===== config.mk =====
export PLATFORM = sky130hd
export DESIGN_NAME = aon_scratch_bank
export DESIGN_NICKNAME = d
export VERILOG_FILES = /design/src/rtl/aon_scratch_bank.sv
export SDC_FILE = /design/constraint.sdc
export NUM_CORES = 1
export LEC_CHECK = 0
export ABC_CLOCK_PERIOD_IN_PS = 3550
export BUFFER_PORTS_ARGS = -buffer_cell sky130_fd_sc_hd__buf_4
export CAP_MARGIN = 20
export CORE_ASPECT_RATIO = 2
export CORE_UTILIZATION = 50
export DETAILED_ROUTE_END_ITERATION = 10
export PLACE_DENSITY = 0.76
export SYNTH_ARGS = -nofsm -noshare
export SYNTH_HDL_FRONTEND = slang
export SYNTH_SLANG_ARGS = --single-unit

===== constraint.sdc =====
create_clock -name clk -period 3.55 [get_ports clk]
set_input_delay 0.5325 -clock clk [delete_from_list [all_inputs] [get_ports clk]]
set_output_delay 0.5325 -clock clk [all_outputs]
set_load 0.005 [all_outputs]

===== src/rtl/aon_scratch_bank.sv =====
module aon_scratch_bank #(
  parameter int ADDR_W      = 8,
  parameter int DATA_W      = 32,
  parameter int N_SCRATCH   = 3,
  parameter int SWRST_BIT   = 5,
  parameter int SLOW_EDGES  = 3,
  parameter int SYNC_STAGES = 2,
  parameter logic [ADDR_W-1:0] SCR_BASE = 'h60,
  parameter logic [ADDR_W-1:0] CTRL_OFS = 'h54,
  parameter logic [ADDR_W-1:0] KEYA_OFS = 'h6C,
  parameter logic [ADDR_W-1:0] KEYB_OFS = 'h70,
  parameter logic [DATA_W-1:0] KEYA_VAL = 'h83E70B13,
  parameter logic [DATA_W-1:0] KEYB_VAL = 'h95A4F1E0
) (
  input  logic              clk,
  input  logic              rst_n,
  input  logic              por_n,
  input  logic              slow_clk,
  input  logic [ADDR_W-1:0] addr,
  input  logic [DATA_W-1:0] wdata,
  input  logic              wr_en,
  input  logic              rd_en,
  output logic [DATA_W-1:0] rdata,
  output logic              busy
);
  localparam int CNT_W = $clog2(SLOW_EDGES + 1);

  typedef enum logic [1:0] {LK_SHUT, LK_HALF, LK_OPEN} lock_e;

  lock_e                              lk;
  logic                               unlocked;
  logic [N_SCRATCH-1:0][DATA_W-1:0]   scr;
  logic [N_SCRATCH-1:0]               scr_hit;
  logic [SYNC_STAGES-1:0]             sync_q;
  logic                               slow_prev;
  logic [CNT_W-1:0]                   edge_cnt;
  logic [DATA_W-1:0]                  rd_val;

  wire bus_rst_n = rst_n & por_n;
  wire wr_ok     = wr_en & ~busy;
  wire ctrl_hit  = (addr == CTRL_OFS);
  wire keya_hit  = (addr == KEYA_OFS);
  wire keyb_hit  = (addr == KEYB_OFS);
  wire swrst_go  = wr_ok & ctrl_hit & unlocked & wdata[SWRST_BIT];
  wire slow_rise = sync_q[SYNC_STAGES-1] & ~slow_prev;

  assign unlocked = (lk == LK_OPEN);

  for (genvar i = 0; i < N_SCRATCH; i++) begin : g_dec
    assign scr_hit[i] = (addr == SCR_BASE + ADDR_W'(4 * i));
  end

  always_ff @(posedge clk or negedge por_n) begin
    if (!por_n)
      lk <= LK_SHUT;
    else if (swrst_go)
      lk <= LK_SHUT;
    else if (wr_ok && keya_hit)
      lk <= (wdata != KEYA_VAL) ? LK_SHUT : (lk == LK_OPEN) ? LK_OPEN : LK_HALF;
    else if (wr_ok && keyb_hit) begin
      if (wdata != KEYB_VAL)  lk <= LK_SHUT;
      else if (lk == LK_HALF) lk <= LK_OPEN;
    end
  end

  always_ff @(posedge clk or negedge por_n) begin
    if (!por_n)
      scr <= '0;
    else if (swrst_go)
      scr <= '0;
    else if (wr_ok && unlocked)
      for (int i = 0; i < N_SCRATCH; i++)
        if (scr_hit[i]) scr[i] <= wdata;
  end

  always_ff @(posedge clk or negedge por_n) begin
    if (!por_n) begin
      sync_q    <= '0;
      slow_prev <= 1'b0;
      busy      <= 1'b0;
      edge_cnt  <= '0;
    end else begin
      sync_q    <= {sync_q[SYNC_STAGES-2:0], slow_clk};
      slow_prev <= sync_q[SYNC_STAGES-1];
      if (swrst_go) begin
        busy     <= 1'b1;
        edge_cnt <= '0;
      end else if (busy && slow_rise) begin
        if (edge_cnt == CNT_W'(SLOW_EDGES - 1)) begin
          busy     <= 1'b0;
          edge_cnt <= '0;
        end else begin
          edge_cnt <= edge_cnt + 1'b1;
        end
      end
    end
  end

  always_comb begin
    rd_val = '0;
    for (int i = 0; i < N_SCRATCH; i++)
      if (scr_hit[i]) rd_val = scr[i];
  end

  always_ff @(posedge clk or negedge bus_rst_n) begin
    if (!bus_rst_n) rdata <= '0;
    else            rdata <= (rd_en && !busy) ? rd_val : '0;
  end
endmodule



-- Word level (Yosys, flattened, before mapping)
Cells that the tools add are included.
- word-level logic and storage cells: 70
- input bits: 46
- memory bits (writable): 0
- bits in latches: 0
- output and inout bits: 33
- register bits: 136
- memory bits (read-only): 0
- memories kept: 0
- div/mod/pow operators: 0
- reduce and logical (&&, ||, !) cells: 19
- multipliers: 0
- add/subtract/negate cells: 1
- multiplexer cells: 22
- shift-type cells: 0
- order comparisons: 0
- bitwise logic cells: 8
- equal/unequal tests: 11
- operator list (cell ; number):
    $mux 32 ; 7
    $mux 96 ; 2
    $ne 32x32->1 const B ; 2
    $eq 8x7->1 const B ; 6
    $mux 2 ; 10
    $reduce_bool 2->1 ; 6
    $reduce_and 2->1 ; 5
    $and 1x1->1 ; 6
    $logic_and 1x1->1 ; 5
    $eq 2x2->1 const B ; 2
    $reduce_bool 4->1 ; 1
    $mux 1 ; 3
    $reduce_bool 3->1 ; 1
    $add 2x1->2 const B ; 1
    $eq 2x1->1 const B ; 1
    $not 1->1 ; 2
    $logic_not 1->1 ; 1

-- Depth between registers and ports, before layout
Gate-level depths: netlist (run 1).
- depth after elaboration: 7
- depth in mapped cells: 8
- depth with buffers taken out: 5

-- Worst setup path before layout (run 1)
No wires, ideal clock.
- path kind: input -> register
- start: in addr[1]
- end: reg scr[69] in the netlist's numbering
- slack: 1.186 ns
- stages on the path: 7
- data arrival time: 2.236 ns
- library setup time: 0.128 ns
- buffers on the path: 2
- data required time: 3.422 ns
- cell sequence: or4b_4 or4_4 o2bb2a_4 buf_6 buf_6 nand2_1 o21ai_2
- longest elaborated chain between the ends: 6
- elaborated cells between the ends (all ways): 9
- classes of those cells: eq/ne: 2; mux: 1; bitwise: 3; reduce/logical: 3
- ends and longest elaborated chain (what ; line ; text):
    start, declared ; 19 ; input logic [ADDR_W-1:0] addr,
    $eq 8x7->1 ; 41 ; wire ctrl_hit = (addr == CTRL_OFS);
    $and 1x1->1 (3 in a row) ; 44 ; wire swrst_go = wr_ok & ctrl_hit & unlocked & wdata[SWRST_BIT];
    $reduce_bool 2->1 (no line) ; n/a ;
    $reduce_and 2->1 (no line) ; n/a ;
    end signal, assigned by index ; 73 ; if (scr_hit[i]) scr[i] <= wdata;
    end, declared ; 32 ; logic [N_SCRATCH-1:0][DATA_W-1:0] scr;
Several ways; a longest one is shown, not always the timed one.
A chain may end at the register's enable or synchronous reset.

-- Final worst setup path (run 1)
- start: reg busy
- end: reg scr[83] in the netlist's numbering
- longest elaborated chain between the ends: 7
- elaborated cells between the ends (all ways): 10
- classes of those cells: mux: 1; bitwise: 5; reduce/logical: 4
- ends and longest elaborated chain (what ; line ; text):
    start, declared ; 24 ; output logic busy
    start signal, assigned ; 80 ; busy <= 1'b0;
    start signal, assigned ; 86 ; busy <= 1'b1;
    start signal, assigned ; 90 ; busy <= 1'b0;
    $not 1->1 (*) ; 40 ; wire wr_ok = wr_en & ~busy;
    $and 1x1->1 (*) ; 40 ;
    $and 1x1->1 (3 in a row) ; 44 ;
    $reduce_bool 2->1 (no line) ; n/a ;
    $reduce_and 2->1 (no line) ; n/a ;
Every way passes the cells marked *; elsewhere a longest branch is shown, timed or not.

==> metrics.md, run 1 <==
| Metric | Value |
|---|---|
| Clk_lat worst skew | 0.41 ns |
| Share of cells above drive strength 1 | 23.0% |
| Comb pwr share | 8.4% |
| DR top layer | met4 |
| Die W | 78.5 um |
| Clock Pin Slew Worst Setup and Hold Paths | 0.06 ns |
| CTS Buffer Depth | 2 |
| Warnings, synthesis | 0 |
| Critical Path Max Stage Delay | 0.62 ns |
| Switching pwr | 870 uW |
| Cells after Synth | 587 |
| Worst reg2reg startpoint | busy |
| Ant diodes | 0 |
| Clock Sinks | 136 |
| Initial Util | 51.5% |
| Std cell rows | 55 |
| Post-DP HPWL | 9.15 mm |
| Status | complete, no violations |
| Setup CP Type | flop to flop |
| Endpoints failing hold | 0 |
| Unique masters post-synth | 37 |
| RSZ-0062 raised after global routing | false |
| CP Capture Type | flop |
| Vias in the first global route | 4,674 |
| Worst Setup SP | busy |
| Worst hold path type | primary input to async pin |
| Worst Path Required | 3.82 ns |
| Peak VDD IR | 0.000471 V |
| CTS tree | built |
| Clock network power share | 45.9% |
| DR vias/cell | 5.63 |
| Min cycle time layout | 2.58 ns |
| Largest area contributor in the netlist | dfrtp_1 |
| Synth Area in Simple Gates | 18.3% |
| Area share of the largest cell type after synthesis | 58.2% |
| Largest net degree at the start of global routing | 65 |
| Max Freq | 0.388 GHz |
| CTS H-tree lvls | 4 |
| Mapped Nets | 633 |
| Worst flop-to-flop path endpoint | scr[83] |
| Slowest stage cell on the critical path | or4bb_1 |
| Final wirelength | 14.1 mm |
| Xor/xnor cell area share of the yosys netlist | 0% |
| Final nets | 703 |
| Element type at the critical path start | flop |
| Slew Viols, Final | 0 |
| Setup Fix Bufs, Post-CTS | 0 |
| Largest family of logic cells by synthesized area | simple AND/OR/NAND/NOR gates |
| Measured slew at the worst slew-check pin | 0.972 ns |
| Number of buffers created by CTS | 17 |
| DR pass1 iterations | 4 |
| Sequential power share | 45.7% |
| Int Power | 2.86 mW |
| First-pass GRT wire length | 22.7 mm |
| DR DRC count | 0 |
| Maximum fanout along the worst path | 64 |
| Synth Area in Adders | 0% |
| IO buf count | 78 |
| Slew margin rel. | 35.2% |
| Post-synthesis sequential area ratio | 58.2% |
| Post-layout power | 3.73 mW |
| Worst reg-to-reg path cell count | 5 |
| Synth Area in Compound Gates | 14.5% |
| Post-CTS sizing | 0 |
| Area delta synth->final | 21.6% |
| Fraction of the cycle the final worst path needs | 72.7% |
| Initial antenna violation count | 0 |
| End point of the critical path | scr[83] |
| Gpl congestion | 0.800 |
| Met2 wire length | 7.65 mm |
| Number of DRC markers in iteration 0 | 255 |
| Die Y | 155 um |
| Die Area | 12,200 sq um |
| GRT Overall Usage | 25.0% |
| WL/cell | 17.4 um |
| Leak | 3.41 nW |
| Power density cells | 524 nW/um^2 |
| Clk_skew | 0.00636 ns |
| Switching Share | 23.3% |
| GRT overflow | 0 |
| Yosys reg bits | 136 |
| Cts hold-fix bufs | 0 |
| Ports | 79 |
| Setup TNS | 0 ns |
| Vias | 4,570 |
| Worst EP arrival | 2.85 ns |
| R2R setup slack | 0.97 ns |
| Synth top area cells | dfrtp_1, nand2_1, o21ai_0 |
| Cell Area, Synth | 5850 sq um |
| Setup violators final | 0 |
| Met1 WL | 5.42 mm |
| Multiplexer share of the synthesized area | 5.47% |
| CTS Root Cell | clkbuf_16 |
| Routed wl met3 | 587 um |
| Core area | 11,400 sq um |
| MaxCap Viol Count | 0 |
| Cell Chain, Critical Path | or4bb_1 > nor4_4 > o2bb2a_4 > nand2_1 > o21ai_2 |
| Mean Syn Cell Area | 9.97 sq um |
| Final ANT Viol Nets | 0 |
==> per-stage QoR <==
stage | std cells | area [sq um] | utilization (%) | hold WS (ns) | worst slack, ns
after floorplan | 587 | 5850 | - | 0.237 | 1.19
after global placement | 780 | 6540 | 57.6 | 0.334 | 0.857
after detailed placement | 780 | 6540 | 57.6 | 0.346 | 0.802
after CTS | 812 | 7110 | 62.6 | 0.0974 | 0.969
after global routing | 812 | 7110 | 62.6 | 0.114 | 0.890
final | 812 | 7110 | 62.6 | 0.0917 | 0.971
==> synthesized netlist by cell type <==
library cell    n
nor2_1         70
dfrtp_1       136
nor2b_1         1
o211ai_1        2
nor3b_1         2
o21ai_1         2
or4b_2          2
and2_1          1
clkbuf_1       26
buf_2           3
nand3_1         1
a32oi_1         1
nand4_1         3
a2bb2oi_2       1
nor4_4          1
o21ai_2        31
o31ai_1         1
nor4bb_1        1
or4bb_1         3
nand2b_1        4
nand2_1       130
and4_1          2
or3_1           1
or4_4           1
mux2i_1        32
nor4b_1         2
a21oi_1        35
nand4b_1        3
nor3_1          2
o2bb2a_4        1
buf_6           7
nor4_1          4
inv_1           5
or4b_4          1
o21ai_0        65
and3_1          1
nand3b_1        3
==> cell families (layout without fill, tap and decap cells) <==
group | count (synthesis) | count (layout)
buffers and inverters | 41 | 124
AOI/OAI and AO/OA | 139 | 139
DFF | 136 | 136
and+or+nand+nor | 239 | 239
muxes | 32 | 32
==> critical path, delay by kind of cell, from the launching register on <==
family / cells / cell delay, ns
flip-flops: 1 / 0.46
AND/OR/NAND/NOR: 3 / 1.37
AO/OA/AOI/OAI: 2 / 0.52
==> layer usage <==
layer / track usage (%) / up-vias
li1: - / 2129
met1: 27.4 / 2274
met2: 44.8 / 133
met3: 4.57 / 34
met4: 13.4 / 0
met5: 0 / -
==> sequential cells by signal, indices dropped and copies added, names as in the netlist <==
name / flops
busy: 1
edge_cnt: 2
lk: 2
rdata: 32
scr: 96
slow_prev: 1
sync_q: 2
==> cells in the final DEF (no fill, tap or decap), drive strengths merged, types with 3 or more instances in the layout <==
cell / instances
nand2: 130
nor4: 5
or4b: 3
clkbuf: 25
dfrtp: 136
clkinvlp: 3
nor2: 70
inv: 5
a21oi: 35
nand2b: 4
nand4: 3
buf: 87
nand3b: 3
or4bb: 3
o21ai: 98
mux2i: 32
nand4b: 3
==> power by group through the flow <==
stage	Clock (mW)	Combinational (mW)	Sequential, mW
4_1_cts	1.73	0.316	1.70
6_report	1.71	0.312	1.70
3_3_place_gp	0	0.301	1.72
2_1_floorplan	0	0.180	1.71
3_5_place_dp	0	0.314	1.73
5_1_grt	1.80	0.348	1.71
==> worst min path at each step <==
stage,startpoint,end,slack (ns),cells after the start
2_1_floorplan,por_n,busy,0.24,0
3_3_place_gp,sync_q[0],sync_q[1],0.33,0
3_5_place_dp,sync_q[0],sync_q[1],0.35,0
4_1_cts,por_n,scr[49],0.1,1
5_1_grt,por_n,scr[49],0.11,1
6_report,por_n,scr[49],0.09,1
==> area by class of cell <==
class	count	area (sq um)
Fill cell	964	4240
Sequential cell	136	3400
Multi-Input combinational cell	410	2270
Timing Repair Buffer	87	666
Clock buffer	25	485
Tap cell	142	178
Clock inverter	7	92.6
Inverter	5	18.8
Power figures use the tool's default switching activity.
==> run 2: changes to the inputs <==
--- a/config.mk
+++ b/config.mk
@@ -5,7 +5,7 @@
 export SDC_FILE = /design/constraint.sdc
 export NUM_CORES = 1
 export LEC_CHECK = 0
-export ABC_CLOCK_PERIOD_IN_PS = 3550
+export ABC_CLOCK_PERIOD_IN_PS = 2400
 export BUFFER_PORTS_ARGS = -buffer_cell sky130_fd_sc_hd__buf_4
 export CAP_MARGIN = 20
 export CORE_ASPECT_RATIO = 2
==> constraint.sdc (replaced) <==
create_clock -name clk -period 2.4 [get_ports clk]
set_input_delay 0.36 -clock clk [delete_from_list [all_inputs] [get_ports clk]]
set_output_delay 0.36 -clock clk [all_outputs]
set_load 0.005 [all_outputs]
==> run 2 against run 1 <==
  * Power rose by 47%
  * Cell area rose by 2.5%
  * Register-to-register slack got worse by 0.82 ns
  * Global-route usage rose by 1.3 points
  * Worst hold slack got worse by 0.049 ns
  * Core utilization rose by 1.6 points
  * Clock power rose by 45%
  * Wire length rose by 2.6%
  * Clock skew rose by 0.0019 ns
  * First-iteration DRC count rose by 39%
  * Largest power group is now sequential cells
  * Count of clock-buffer cells in the layout fell by 3
==> metrics.md, run 2 (synthesized netlist as in run 1, its figures left out) <==
| Metric | Value |
|---|---|
| Endpoints failing hold | 0 |
| Largest register FFs | 96 |
| Fraction of the cycle the final worst path needs | 93.8% |
| DR top layer | met4 |
| Post-DP HPWL | 9.63 mm |
| Slew Viols, Final | 0 |
| GRT Overall Usage | 26.2% |
| First-pass GRT wire length | 23.8 mm |
| Top reg by flops | scr |
| Final ANT Viol Nets | 0 |
| Post-layout power | 5.48 mW |
| Worst reg-to-reg path cell count | 6 |
| Die W | 78.5 um |
| Worst Path Required | 2.69 ns |
| Leak | 3.50 nW |
| RSZ-0062 raised after global routing | false |
| IO buf count | 78 |
| Std cell rows | 55 |
| GRT overflow | 0 |
| Core area | 11,400 sq um |
| DR pass1 iterations | 5 |
| Initial Util | 51.5% |
| Layout fillers | 911 |
| CTS tree | built |
| Final nets | 714 |
| Min Hold Slack | 0.0430 ns |
| CP Capture Type | flop |
| Ant diodes | 0 |
| Area delta synth->final | 24.6% |
| WL/cell | 17.6 um |
| Commonest non-fill, non-tap cells in the layout | dfrtp_1, nand2_1, buf_4 |
| Final wirelength | 14.5 mm |
| Setup CP Type | flop to flop |
| Element type at the critical path start | flop |
| Share of cells above drive strength 1 | 24.5% |
| Final core utilization | 64.2% |
| R2R setup slack | 0.15 ns |
| Met1 WL | 5.56 mm |
| Setup TNS | 0 ns |
| Min cycle time layout | 2.25 ns |
| Initial antenna violation count | 0 |
| CTS Buffer Depth | 2 |
| Number of DRC markers in iteration 0 | 354 |
| CTS Root Cell | clkbuf_16 |
| Biggest regs | scr x96, rdata x32 |
| DP Area | 6710 sq um |
| Die Area | 12,200 sq um |
| Most common library cell in the layout ignoring fill and taps | dfrtp_1 |
| DR vias/cell | 5.60 |
| Ports | 79 |
| Measured slew at the worst slew-check pin | 0.659 ns |
| Die Y | 155 um |
| Routed wl met3 | 721 um |
| Clock Sinks | 136 |
| Setup violators final | 0 |
| Worst Setup SP | lk[0] |
| Status | complete, no violations |
| Worst hold path type | primary input to async pin |
| Slew margin rel. | 56.0% |
| CTS H-tree lvls | 4 |
| Clock Pin Slew Worst Setup and Hold Paths | 0.06 ns |
| Peak VDD IR | 0.000584 V |
| Final Instance Area | 7290 sq um |
| Power density cells | 752 nW/um^2 |
| Worst reg2reg startpoint | lk[0] |
| Clk_lat worst skew | 0.41 ns |
| Worst flop-to-flop path endpoint | scr[90] |
| Max Freq | 0.444 GHz |
| Gpl congestion | 0.772 |
| End point of the critical path | scr[90] |
| Worst EP arrival | 2.54 ns |
| Maximum fanout along the worst path | 34 |
| Met2 wire length | 7.61 mm |
| Number of buffers created by CTS | 17 |
| Post-CTS sizing | 0 |
| Vias | 4,610 |
| Vias in the first global route | 4,764 |
| Clk_skew | 0.00830 ns |
| Largest net degree at the start of global routing | 65 |
| DR DRC count | 0 |
| MaxCap Viol Count | 0 |
-- run 2: through the flow --
step | worst slack (ns) | instances
after floorplan | 0.208 | 587
after global placement | 0.0570 | 790
after detailed placement | 0.0473 | 790
after CTS | 0.161 | 823
after global routing | 0.0883 | 823
final | 0.150 | 823
-- run 2: worst min path at each step --
| stage | end | from | cells after the start | slack [ns] |
|---|---|---|---|---|
| 6_report | rdata[27] | rst_n | 3 | 0.04 |
| 3_5_place_dp | scr[16] | por_n | 1 | 0.30 |
| 2_1_floorplan | busy | por_n | 0 | 0.06 |
| 5_1_grt | sync_q[0] | slow_clk | 1 | 0.04 |
| 3_3_place_gp | scr[13] | por_n | 1 | 0.29 |
| 4_1_cts | rdata[22] | rst_n | 3 | 0.04 |
-- run 2: timing repair --
action | in CTS | in global routing
hold endpoints to repair | 24 | 0
setup buffers | 0 | 0
hold buffers | 1 | 0
-- run 2: metal layers --
| layer | up-vias | global-route usage, % |
|---|---|---|
| met5 | - | 0 |
| met4 | 0 | 15.4 |
| met3 | 45 | 3.81 |
| met2 | 171 | 43.6 |
| met1 | 2241 | 32.1 |
| li1 | 2153 | - |
-- run 2: area by class of cell --
type	count	area, sq um	area share [%]
inverter	5	18.8	0.257
clock inverter	10	95.1	1.30
timing repair buffer	98	851	11.7
tap	142	178	2.44
sequential	136	3400	46.7
clock buffer	22	474	6.51
multi-input combinational	410	2270	31.1
-- run 2: worst max-delay path: stages, from the launching register on --
cell and delay (ns):
dfrtp_1 0.44, or4bb_1 0.58, or4_4 0.49, o2bb2a_4 0.27
buf_12 0.17, nand2_1 0.11, o21ai_2 0.06
-- run 2: power by group --
| group | internal (mW) | total, mW | switching [mW] |
|---|---|---|---|
| registers | 2.43 | 2.50 | 0.0764 |
| clock network | 1.51 | 2.48 | 0.974 |
| logic | 0.208 | 0.501 | 0.293 |
